`src/rtl/card_pwr_pkg.sv`:
```
// Package: shared encodings for the card interface power-state controller.
// Assumes: the power field codes are fixed by the register layout.
package card_pwr_pkg;

    localparam logic [1:0] PWR_OFF   = 2'b00;
    localparam logic [1:0] PWR_RSVD  = 2'b01;
    localparam logic [1:0] PWR_CYCLE = 2'b10;
    localparam logic [1:0] PWR_ON    = 2'b11;

    // How a single pad is driven.
    typedef enum logic [1:0] {
        PAD_HIZ  = 2'd0,
        PAD_LOW  = 2'd1,
        PAD_HIGH = 2'd2,
        PAD_FUNC = 2'd3
    } pad_mode_e;

endpackage

```
`src/rtl/pwr_field_reg.sv`:
```
// Module: pwr_field_reg
// Holds the power field and the direction polarity. It also tracks whether
// any write has happened since reset, which separates the released reset
// state from power-off (both read 00).
// Assumes: wr_en is a single-cycle strobe in the clk domain.
module pwr_field_reg (
    input  logic       clk,
    input  logic       rst_n,
    input  logic       wr_en,
    input  logic [1:0] wr_pwr,
    input  logic       wr_dirpol,
    output logic [1:0] field_q,
    output logic       dirpol_q,
    output logic       released_q,
    output logic       on_q
);
    import card_pwr_pkg::*;

    // Load the field and polarity on a write; the first write ends the released state.
    always_ff @(posedge clk) begin
        if (!rst_n) begin
            field_q    <= PWR_OFF;
            dirpol_q   <= 1'b0;
            released_q <= 1'b1;
        end else if (wr_en) begin
            field_q    <= wr_pwr;
            dirpol_q   <= wr_dirpol;
            released_q <= 1'b0;
        end
    end

    // Decode power-on from the stored state.
    always_comb begin
        on_q = !released_q && (field_q == PWR_ON);
    end

endmodule

```
`src/rtl/init_clk_gate.sv`:
```
// Module: init_clk_gate
// Counts rising edges of the card clock while in power-on and raises
// enable once INIT_CLKS edges have been seen. The count clears in every
// cycle spent outside power-on.
// Assumes: card_ck is a level synchronous to clk, slower than clk/2.
module init_clk_gate #(
    parameter int INIT_CLKS = 74
) (
    input  logic clk,
    input  logic rst_n,
    input  logic on,
    input  logic card_ck,
    output logic enable
);
    localparam int CW = $clog2(INIT_CLKS + 1);
    localparam logic [CW-1:0] CNT_MAX = CW'(INIT_CLKS);

    logic          ck_prev;
    logic [CW-1:0] cnt;
    logic          rise;

    // Remember the previous card clock level for edge detection.
    always_ff @(posedge clk) begin
        if (!rst_n) ck_prev <= 1'b0;
        else        ck_prev <= card_ck;
    end

    // Rising edge of the card clock.
    always_comb begin
        rise = card_ck && !ck_prev;
    end

    // Count edges in power-on, saturating at INIT_CLKS; clear elsewhere.
    always_ff @(posedge clk) begin
        if (!rst_n)                       cnt <= '0;
        else if (!on)                     cnt <= '0;
        else if (rise && cnt != CNT_MAX)  cnt <= cnt + 1'b1;
    end

    // Enable once the full run of edges is in.
    always_comb begin
        enable = on && (cnt == CNT_MAX);
    end

endmodule

```
`src/rtl/pad_mux.sv`:
```
// Module: pad_mux
// Turns a pad mode into an output enable and a value for one line.
// Assumes: the engine inputs matter only in PAD_FUNC.
module pad_mux (
    input  card_pwr_pkg::pad_mode_e mode,
    input  logic                    eng_oe,
    input  logic                    eng_o,
    output logic                    pad_oe,
    output logic                    pad_o
);
    import card_pwr_pkg::*;

    // Select the drive for this pad.
    always_comb begin
        unique case (mode)
            PAD_HIZ:  begin pad_oe = 1'b0;   pad_o = 1'b0;  end
            PAD_LOW:  begin pad_oe = 1'b1;   pad_o = 1'b0;  end
            PAD_HIGH: begin pad_oe = 1'b1;   pad_o = 1'b1;  end
            default:  begin pad_oe = eng_oe; pad_o = eng_o; end
        endcase
    end

endmodule

```
`src/rtl/card_pwr_ctrl.sv`:
```
// Module: card_pwr_ctrl (top)
// Card interface power-state controller. It stores the power field, gates
// the interface enable behind an initial run of card clocks, and drives the
// clock, command and data pads plus the transceiver directions.
// Assumes: synchronous active-low reset; all inputs are in the clk domain.
module card_pwr_ctrl #(
    parameter int DW        = 8,
    parameter int INIT_CLKS = 74
) (
    input  logic          clk,
    input  logic          rst_n,
    input  logic          wr_en,
    input  logic [1:0]    wr_pwr,
    input  logic          wr_dirpol,
    input  logic          card_ck_in,
    input  logic          eng_cmd_oe,
    input  logic          eng_cmd_o,
    input  logic [DW-1:0] eng_dat_oe,
    input  logic [DW-1:0] eng_dat_o,
    output logic [1:0]    pwr_field,
    output logic          dirpol,
    output logic          iface_en,
    output logic          ck_oe,
    output logic          ck_o,
    output logic          cmd_oe,
    output logic          cmd_o,
    output logic          cmd_dir,
    output logic [DW-1:0] dat_oe,
    output logic [DW-1:0] dat_o,
    output logic [DW-1:0] dat_dir
);
    import card_pwr_pkg::*;

    logic      released;
    logic      on;
    logic      en;
    pad_mode_e ck_mode;
    pad_mode_e io_mode;

    pwr_field_reg u_field (
        .clk        (clk),
        .rst_n      (rst_n),
        .wr_en      (wr_en),
        .wr_pwr     (wr_pwr),
        .wr_dirpol  (wr_dirpol),
        .field_q    (pwr_field),
        .dirpol_q   (dirpol),
        .released_q (released),
        .on_q       (on)
    );

    init_clk_gate #(.INIT_CLKS(INIT_CLKS)) u_gate (
        .clk     (clk),
        .rst_n   (rst_n),
        .on      (on),
        .card_ck (card_ck_in),
        .enable  (en)
    );

    // Pick pad modes for the clock line and the command/data lines.
    always_comb begin
        if (released) begin
            ck_mode = PAD_HIZ;
            io_mode = PAD_HIZ;
        end else if (pwr_field == PWR_CYCLE) begin
            ck_mode = PAD_LOW;
            io_mode = PAD_LOW;
        end else if (on) begin
            ck_mode = PAD_FUNC;
            io_mode = en ? PAD_FUNC : PAD_HIGH;
        end else begin
            ck_mode = PAD_HIGH;
            io_mode = PAD_HIGH;
        end
    end

    pad_mux u_ck_pad (
        .mode   (ck_mode),
        .eng_oe (1'b1),
        .eng_o  (card_ck_in),
        .pad_oe (ck_oe),
        .pad_o  (ck_o)
    );

    pad_mux u_cmd_pad (
        .mode   (io_mode),
        .eng_oe (eng_cmd_oe),
        .eng_o  (eng_cmd_o),
        .pad_oe (cmd_oe),
        .pad_o  (cmd_o)
    );

    for (genvar i = 0; i < DW; i++) begin : g_dat
        pad_mux u_dat_pad (
            .mode   (io_mode),
            .eng_oe (eng_dat_oe[i]),
            .eng_o  (eng_dat_o[i]),
            .pad_oe (dat_oe[i]),
            .pad_o  (dat_o[i])
        );
    end

    // Transceiver directions follow the enables with the selected polarity.
    always_comb begin
        cmd_dir = cmd_oe ^ dirpol;
        dat_dir = dat_oe ^ {DW{dirpol}};
    end

    // Interface enable output.
    always_comb begin
        iface_en = en;
    end

endmodule

```
`config.mk`:
```
export PLATFORM = sky130hd
export DESIGN_NAME = card_pwr_ctrl
export DESIGN_NICKNAME = d
export VERILOG_FILES = /design/src/rtl/card_pwr_pkg.sv /design/src/rtl/pwr_field_reg.sv /design/src/rtl/init_clk_gate.sv /design/src/rtl/pad_mux.sv /design/src/rtl/card_pwr_ctrl.sv
export SDC_FILE = /design/constraint.sdc
export NUM_CORES = 1
export LEC_CHECK = 0
export BUFFER_PORTS_ARGS = -buffer_cell sky130_fd_sc_hd__buf_4
export CAP_MARGIN = 30
export CELL_PAD_IN_SITES_DETAIL_PLACEMENT = 1
export CELL_PAD_IN_SITES_GLOBAL_PLACEMENT = 1
export CORE_UTILIZATION = 31
export DETAILED_ROUTE_END_ITERATION = 10
export GPL_TIMING_DRIVEN = 0
export PLACE_DENSITY_LB_ADDON = 0.25
export SYNTH_ARGS = -nofsm -noshare
export SYNTH_HDL_FRONTEND = slang
export SYNTH_SLANG_ARGS = --single-unit
export TNS_END_PERCENT = 50
```
`constraint.sdc`:
```
create_clock -name clk -period 3.82 [get_ports clk]
set_clock_uncertainty 0.05 [all_clocks]
set_input_delay 0.191 -clock clk [delete_from_list [all_inputs] [get_ports clk]]
set_output_delay 0.191 -clock clk [all_outputs]
set_load 0.05 [all_outputs]
```
==> results of run 1 <==
==> per-layer routing <==
layer  routed length (um)  GRT usage [%]  up-vias
li1                     -              -      532
met1                 1110           21.3      484
met5                    0              0        -
met4                   20           3.06        0
met3                  180           3.35        3
met2                 1650           36.5       37
==> report_power, final <==
group | leakage, nW | internal [mW] | switching, mW
Clock | 0.0210 | 0.0580 | 0.0472
Sequential | 0.0979 | 0.128 | 0.00320
Combinational | 0.690 | 0.104 | 0.194
Total | 0.809 | 0.290 | 0.245
==> path summary, 6_finish.rpt <==
kind                         startpoint                         end  slack, ps  cells past startpoint
max          u_gate.cnt[2]$_SDFFE_PN0P_                    dat_o[1]        700                     10
min                          card_ck_in   u_gate.ck_prev$_SDFF_PN0_         90                      2
max reg2reg  u_gate.cnt[0]$_SDFFE_PN0P_  u_gate.cnt[0]$_SDFFE_PN0P_       2240                      4
min reg2reg  u_gate.cnt[6]$_SDFFE_PN0P_  u_gate.cnt[6]$_SDFFE_PN0P_        490                      2
==> critical path, cell delays in order, from the launching register on <==
cell      delay, ps
dfxtp_1         380
nor4b_2         400
nand3_1         180
a21oi_1         190
ha_1            200
clkbuf_1        350
nand2b_1        160
clkbuf_1        300
nand2_1         100
buf_4           150
buf_4           180
==> sequential cells by signal, indices dropped and copies added (netlist names) <==
name	flops
u_gate.cnt	7
u_field.released_q	1
u_field.dirpol_q	1
u_field.field_q	2
u_gate.ck_prev	1
==> cell usage after synthesis (all sizes together) <==
library cell	instances	area [um2]
nand2	21	78.8
ha	4	50.1
nor2b	4	25.0
a311o	2	22.5
mux2i	3	30.0
nand4	1	6.26
or3	3	18.8
inv	9	33.8
nand3	2	10.0
mux2	2	22.5
clkbuf	3	11.3
a21boi	1	7.51
nand4b	2	17.5
xor2	9	78.8
and2	1	6.26
o21ai	5	25.0
buf	17	125
nand2b	1	6.26
nor4b	1	15.0
nor3	1	5.00
a21oi	10	50.1
nor2	5	18.8
a21o	7	52.6
or4b	1	10.0
nand3b	1	7.51
dfxtp	12	240
==> final cells by class <==
class | instances | area (um2) | area share [%]
multi-input combinational | 87 | 564 | 37.8
timing repair buffer | 57 | 428 | 28.7
sequential | 12 | 240 | 16.1
buffer | 20 | 136 | 9.14
tap | 42 | 52.6 | 3.52
clock buffer | 4 | 36.3 | 2.43
inverter | 9 | 33.8 | 2.27
==> logic make-up after synthesis <==
family          synth area share (%)
fa+ha+maj                       5.13
buf+inv                         17.5
mux                             5.39
flops                           24.6
compound gates                  16.2
simple gates                    23.1
xor+xnor                        8.09
==> cells in the final DEF, fill, tap and decap left out, types with 3 or more instances in the layout <==
master    synthesis  layout
xor2_1            9       9
dfxtp_1          12      12
nand2_1          21      21
a21o_1            7       7
nor2b_1           4       4
clkbuf_4          0       3
ha_1              4       4
buf_4            16      73
nor2_1            5       5
clkbuf_1          3       3
or3_1             3       3
a21oi_1          10      10
o21ai_0           5       5
mux2i_1           3       3
inv_1             9       9
==> results.toml, run 1 <==
[floorplan]
die_w_um = 58.1
fp.dieArea_um2 = 3370
row_count = 19
start_util_pct = 33.9
coreArea_um2 = 2880
pin_count = 58
die_y_um = 58.1

[routing]
initialDrtViolationCount = 39
vias_per_cell = 4.57
wl_per_cell_um = 12.8
via_count = 1056
firstDrtPassIters = 7
ant_nets = 0
wl_um = 2970
drc = 4

[sta]
min_period_ps = 3120
slew-limit-headroom_pct = 59.3
period_share_pct = 81.7
setup_viol = 0
setup_tns_ps = 0
tightestPinTransition_ps = 611
max_freq_ghz = 0.320
fin_hold_ws_ps = 91.8
hold_violations = 0
rsz0062_at_grt = "false"
fin_ws_ps = 699
maxSlewViolCount = 0

[finish]
nets = 219
instances_no_fill = 231
final_util_pct = 51.8
syn2layout_area_growth_pct = 53.0
drive_above_1_share_pct = 42.9
fill_cells = 379
diodes = 0
final_cell_area_um2 = 1490

[setup_path]
worstSetupPathType = "reg2out"
crit_path_end_kind = "output port"
startpoint_type = "register"
arrival_ps = 2880
worstPathRequired_ps = 3580
worstPathMaxFanout = 10

[cts]
ctsLongestPathBuffers = 2
postCtsHoldBufs = 0
cts_root_buf = "clkbuf_4"
clock_sinks = 12
ctsResizeCount = 0
cts_buffers = 3
cts_tree = "done"
path_clk_slew_ps = 80
clock_latency_ps = 280
htreeDepth = 1
postCtsSetupRepairBufs = 0

[grt]
overflow = 0
grt_usage_pct = 18.7
grt_pass1_wl_um = 4910
grt_max_degree = 11
grt_pass1_vias = 1114
antenna_found_initial = 0

[placement]
post-dp-hpwl_um = 2450
post_dp_cell_area_um2 = 1460
place_congestion = 0.743
port-buffer-count = 57
dp.cells = 227
pre_cts_slack_ps = 1010

[power_and_ir_drop]
total_power_mw = 0.534
power.leakage_nw = 0.809
p_per_area_nw_per_um2 = 358
peakVddDrop_mv = 0.201

[synthesis]
ys_ff_latch = 12
netlist_instances = 128
syn-num-nets = 157
synth_area_per_cell_um2 = 7.61
synth_cell_type_count = 27
synthesis.area_um2 = 975
yosysSeqAreaShare_pct = 24.6
ys_warn_count = 0

[job]
max_cap_violations = 0

[run_status]
status = "complete, but fails checks"
violations = "design-rule violations"

[worst_hold_path]
hold_path_class = "in2reg"
(Power assumes the default switching activity.)
==> run 2, diff against run 1 <==
- CORE_UTILIZATION: 31 -> 29
- clock period: 3.82 -> 3.1 ns (I/O delays scaled with it)
==> run 2 against run 1 <==
  * Routed wire length fell by 5.5%
  * The run now ends clean
  * Sequential cell count did not move
  * Die area rose by 6.7%
  * Critical endpoint is now dat_dir[2]
  * First-iteration DRC count fell by 87%
==> results.toml, run 2 (synthesized netlist as in run 1, its figures left out) <==
[routing]
firstDrtPassIters = 4
initialDrtViolationCount = 5
wl_per_cell_um = 12.1
wl_um = 2800
via_count = 1065
vias_per_cell = 4.59
drc = 0
ant_nets = 0

[setup_path]
path_cells = "nor4b_2 > nand3_1 > a21o_1 > ha_1 > nor2_1 > a21o_1 > xor2_1 > buf_4"
arrival_ps = 2610
crit_path_end_kind = "output port"
worstPathMaxFanout = 7
crit_slowest_cell = "nor4b_2"
cp_common_cell = "a21o_1"
worstPathRequired_ps = 2890
startpoint_type = "register"
worstSetupPathType = "reg2out"
critPathMaxStageDelay_ps = 380

[grt]
grt_pass1_wl_um = 4350
grt_usage_pct = 16.2
grt_max_degree = 11
antenna_found_initial = 0
grt_pass1_vias = 1046
overflow = 0

[finish]
regArea_um2 = 240
instances_no_fill = 232
largest_reg_flops = 7
mostFrequentLayoutCell = "buf_4"
top_register = "u_gate.cnt"
diodes = 0
multi_input_area_um2 = 564
drive_above_1_share_pct = 43.6
top_regs = "u_gate.cnt x7, u_field.field_q x2"
final_cell_mix = "buf_4 (73), nand2_1 (21), dfxtp_1 (12), a21oi_1 (10)"
nets = 218
final_util_pct = 47.7
fill_cells = 409
syn2layout_area_growth_pct = 53.0
final_cell_area_um2 = 1490

[floorplan]
die_y_um = 60.0
pin_count = 58
start_util_pct = 31.2
coreArea_um2 = 3130
row_count = 20
fp.dieArea_um2 = 3600
die_w_um = 60.0

[placement]
post-dp-hpwl_um = 2340
post_dp_cell_area_um2 = 1460
dp.cells = 229
place_congestion = 0.723
port-buffer-count = 57

[sta]
fin_hold_ws_ps = 47.3
tightestPinTransition_ps = 652
hold_violations = 0
setup_viol = 0
setup_tns_ps = 0
slew-limit-headroom_pct = 56.5
max_freq_ghz = 0.355
period_share_pct = 90.8
min_period_ps = 2820
maxSlewViolCount = 0
rsz0062_at_grt = "false"

[cts]
clock_latency_ps = 280
clock_sinks = 12
htreeDepth = 1
path_clk_slew_ps = 80
ctsLongestPathBuffers = 2
cts_root_buf = "clkbuf_4"
cts_buffers = 3
cts_tree = "done"

[power_and_ir_drop]
p_per_area_nw_per_um2 = 438
power.leakage_nw = 0.811
peakVddDrop_mv = 0.213

[job]
max_cap_violations = 0

[worst_hold_path]
hold_path_class = "in2reg"

[run_status]
status = "finished clean"
[run 2: cell count changes in the layout (fill, tap and decap cells not counted), sizes merged]
cell,change
clkbuf,-1
[run 2: stage by stage]
step | setup slack (ps) | total power, mW
after floorplan | 128 | 0.422
after global placement | 414 | 0.527
after detailed placement | 346 | 0.533
after CTS | 35.4 | 0.662
after global routing | 77.7 | 0.684
final | 284 | 0.654
[run 2: timing repair]
item,4_1_cts,5_1_grt
hold buffers,0,0
gates resized for setup,0,2
setup buffers,0,0
setup endpoints to repair,0,11
[run 2: critical path, delay by kind of cell (launching register included)]
kind / cells / cell delay, ps
flip-flops: 1 / 370
adder cells (fa/ha/maj): 1 / 300
buffers and inverters: 1 / 220
XOR/XNOR: 1 / 170
AND/OR/NAND/NOR: 3 / 880
AO/OA/AOI/OAI: 2 / 380
[run 2: report_power, final]
part	switching [mW]	internal (mW)	leakage, nW
registers	0.00393	0.158	0.0979
logic	0.238	0.127	0.692
clock network	0.0555	0.0715	0.0210
total	0.297	0.356	0.811
[run 2: worst paths after layout]
check	slack, ps	cells after the start	end	from
worst max-delay path	280	8	dat_dir[2]	u_gate.cnt[2]$_SDFFE_PN0P_
worst min-delay path	50	2	u_field.released_q$_SDFFE_PN1P_	rst_n
worst max register to register	1520	4	u_gate.cnt[0]$_SDFFE_PN0P_	u_gate.cnt[0]$_SDFFE_PN0P_
worst min register to register	490	2	u_gate.cnt[4]$_SDFFE_PN0P_	u_gate.cnt[4]$_SDFFE_PN0P_
[run 2: cell type report]
type / count / share of cell area, %
multi-input combinational: 87 / 37.8
clock buffer: 4 / 2.43
sequential: 12 / 16.1
buffer: 19 / 8.98
tap: 44 / 3.69
timing repair buffer: 57 / 28.7
inverter: 9 / 2.27
[run 2: metal layers]
metal  global-route usage [%]  vias to the layer above  routed length, um
li1                         -                      530                  -
met1                     15.9                      499               1040
met2                     31.3                       31               1570
met3                     4.55                        5                150
met4                     6.98                        0                 44
met5                        0                        -                  0
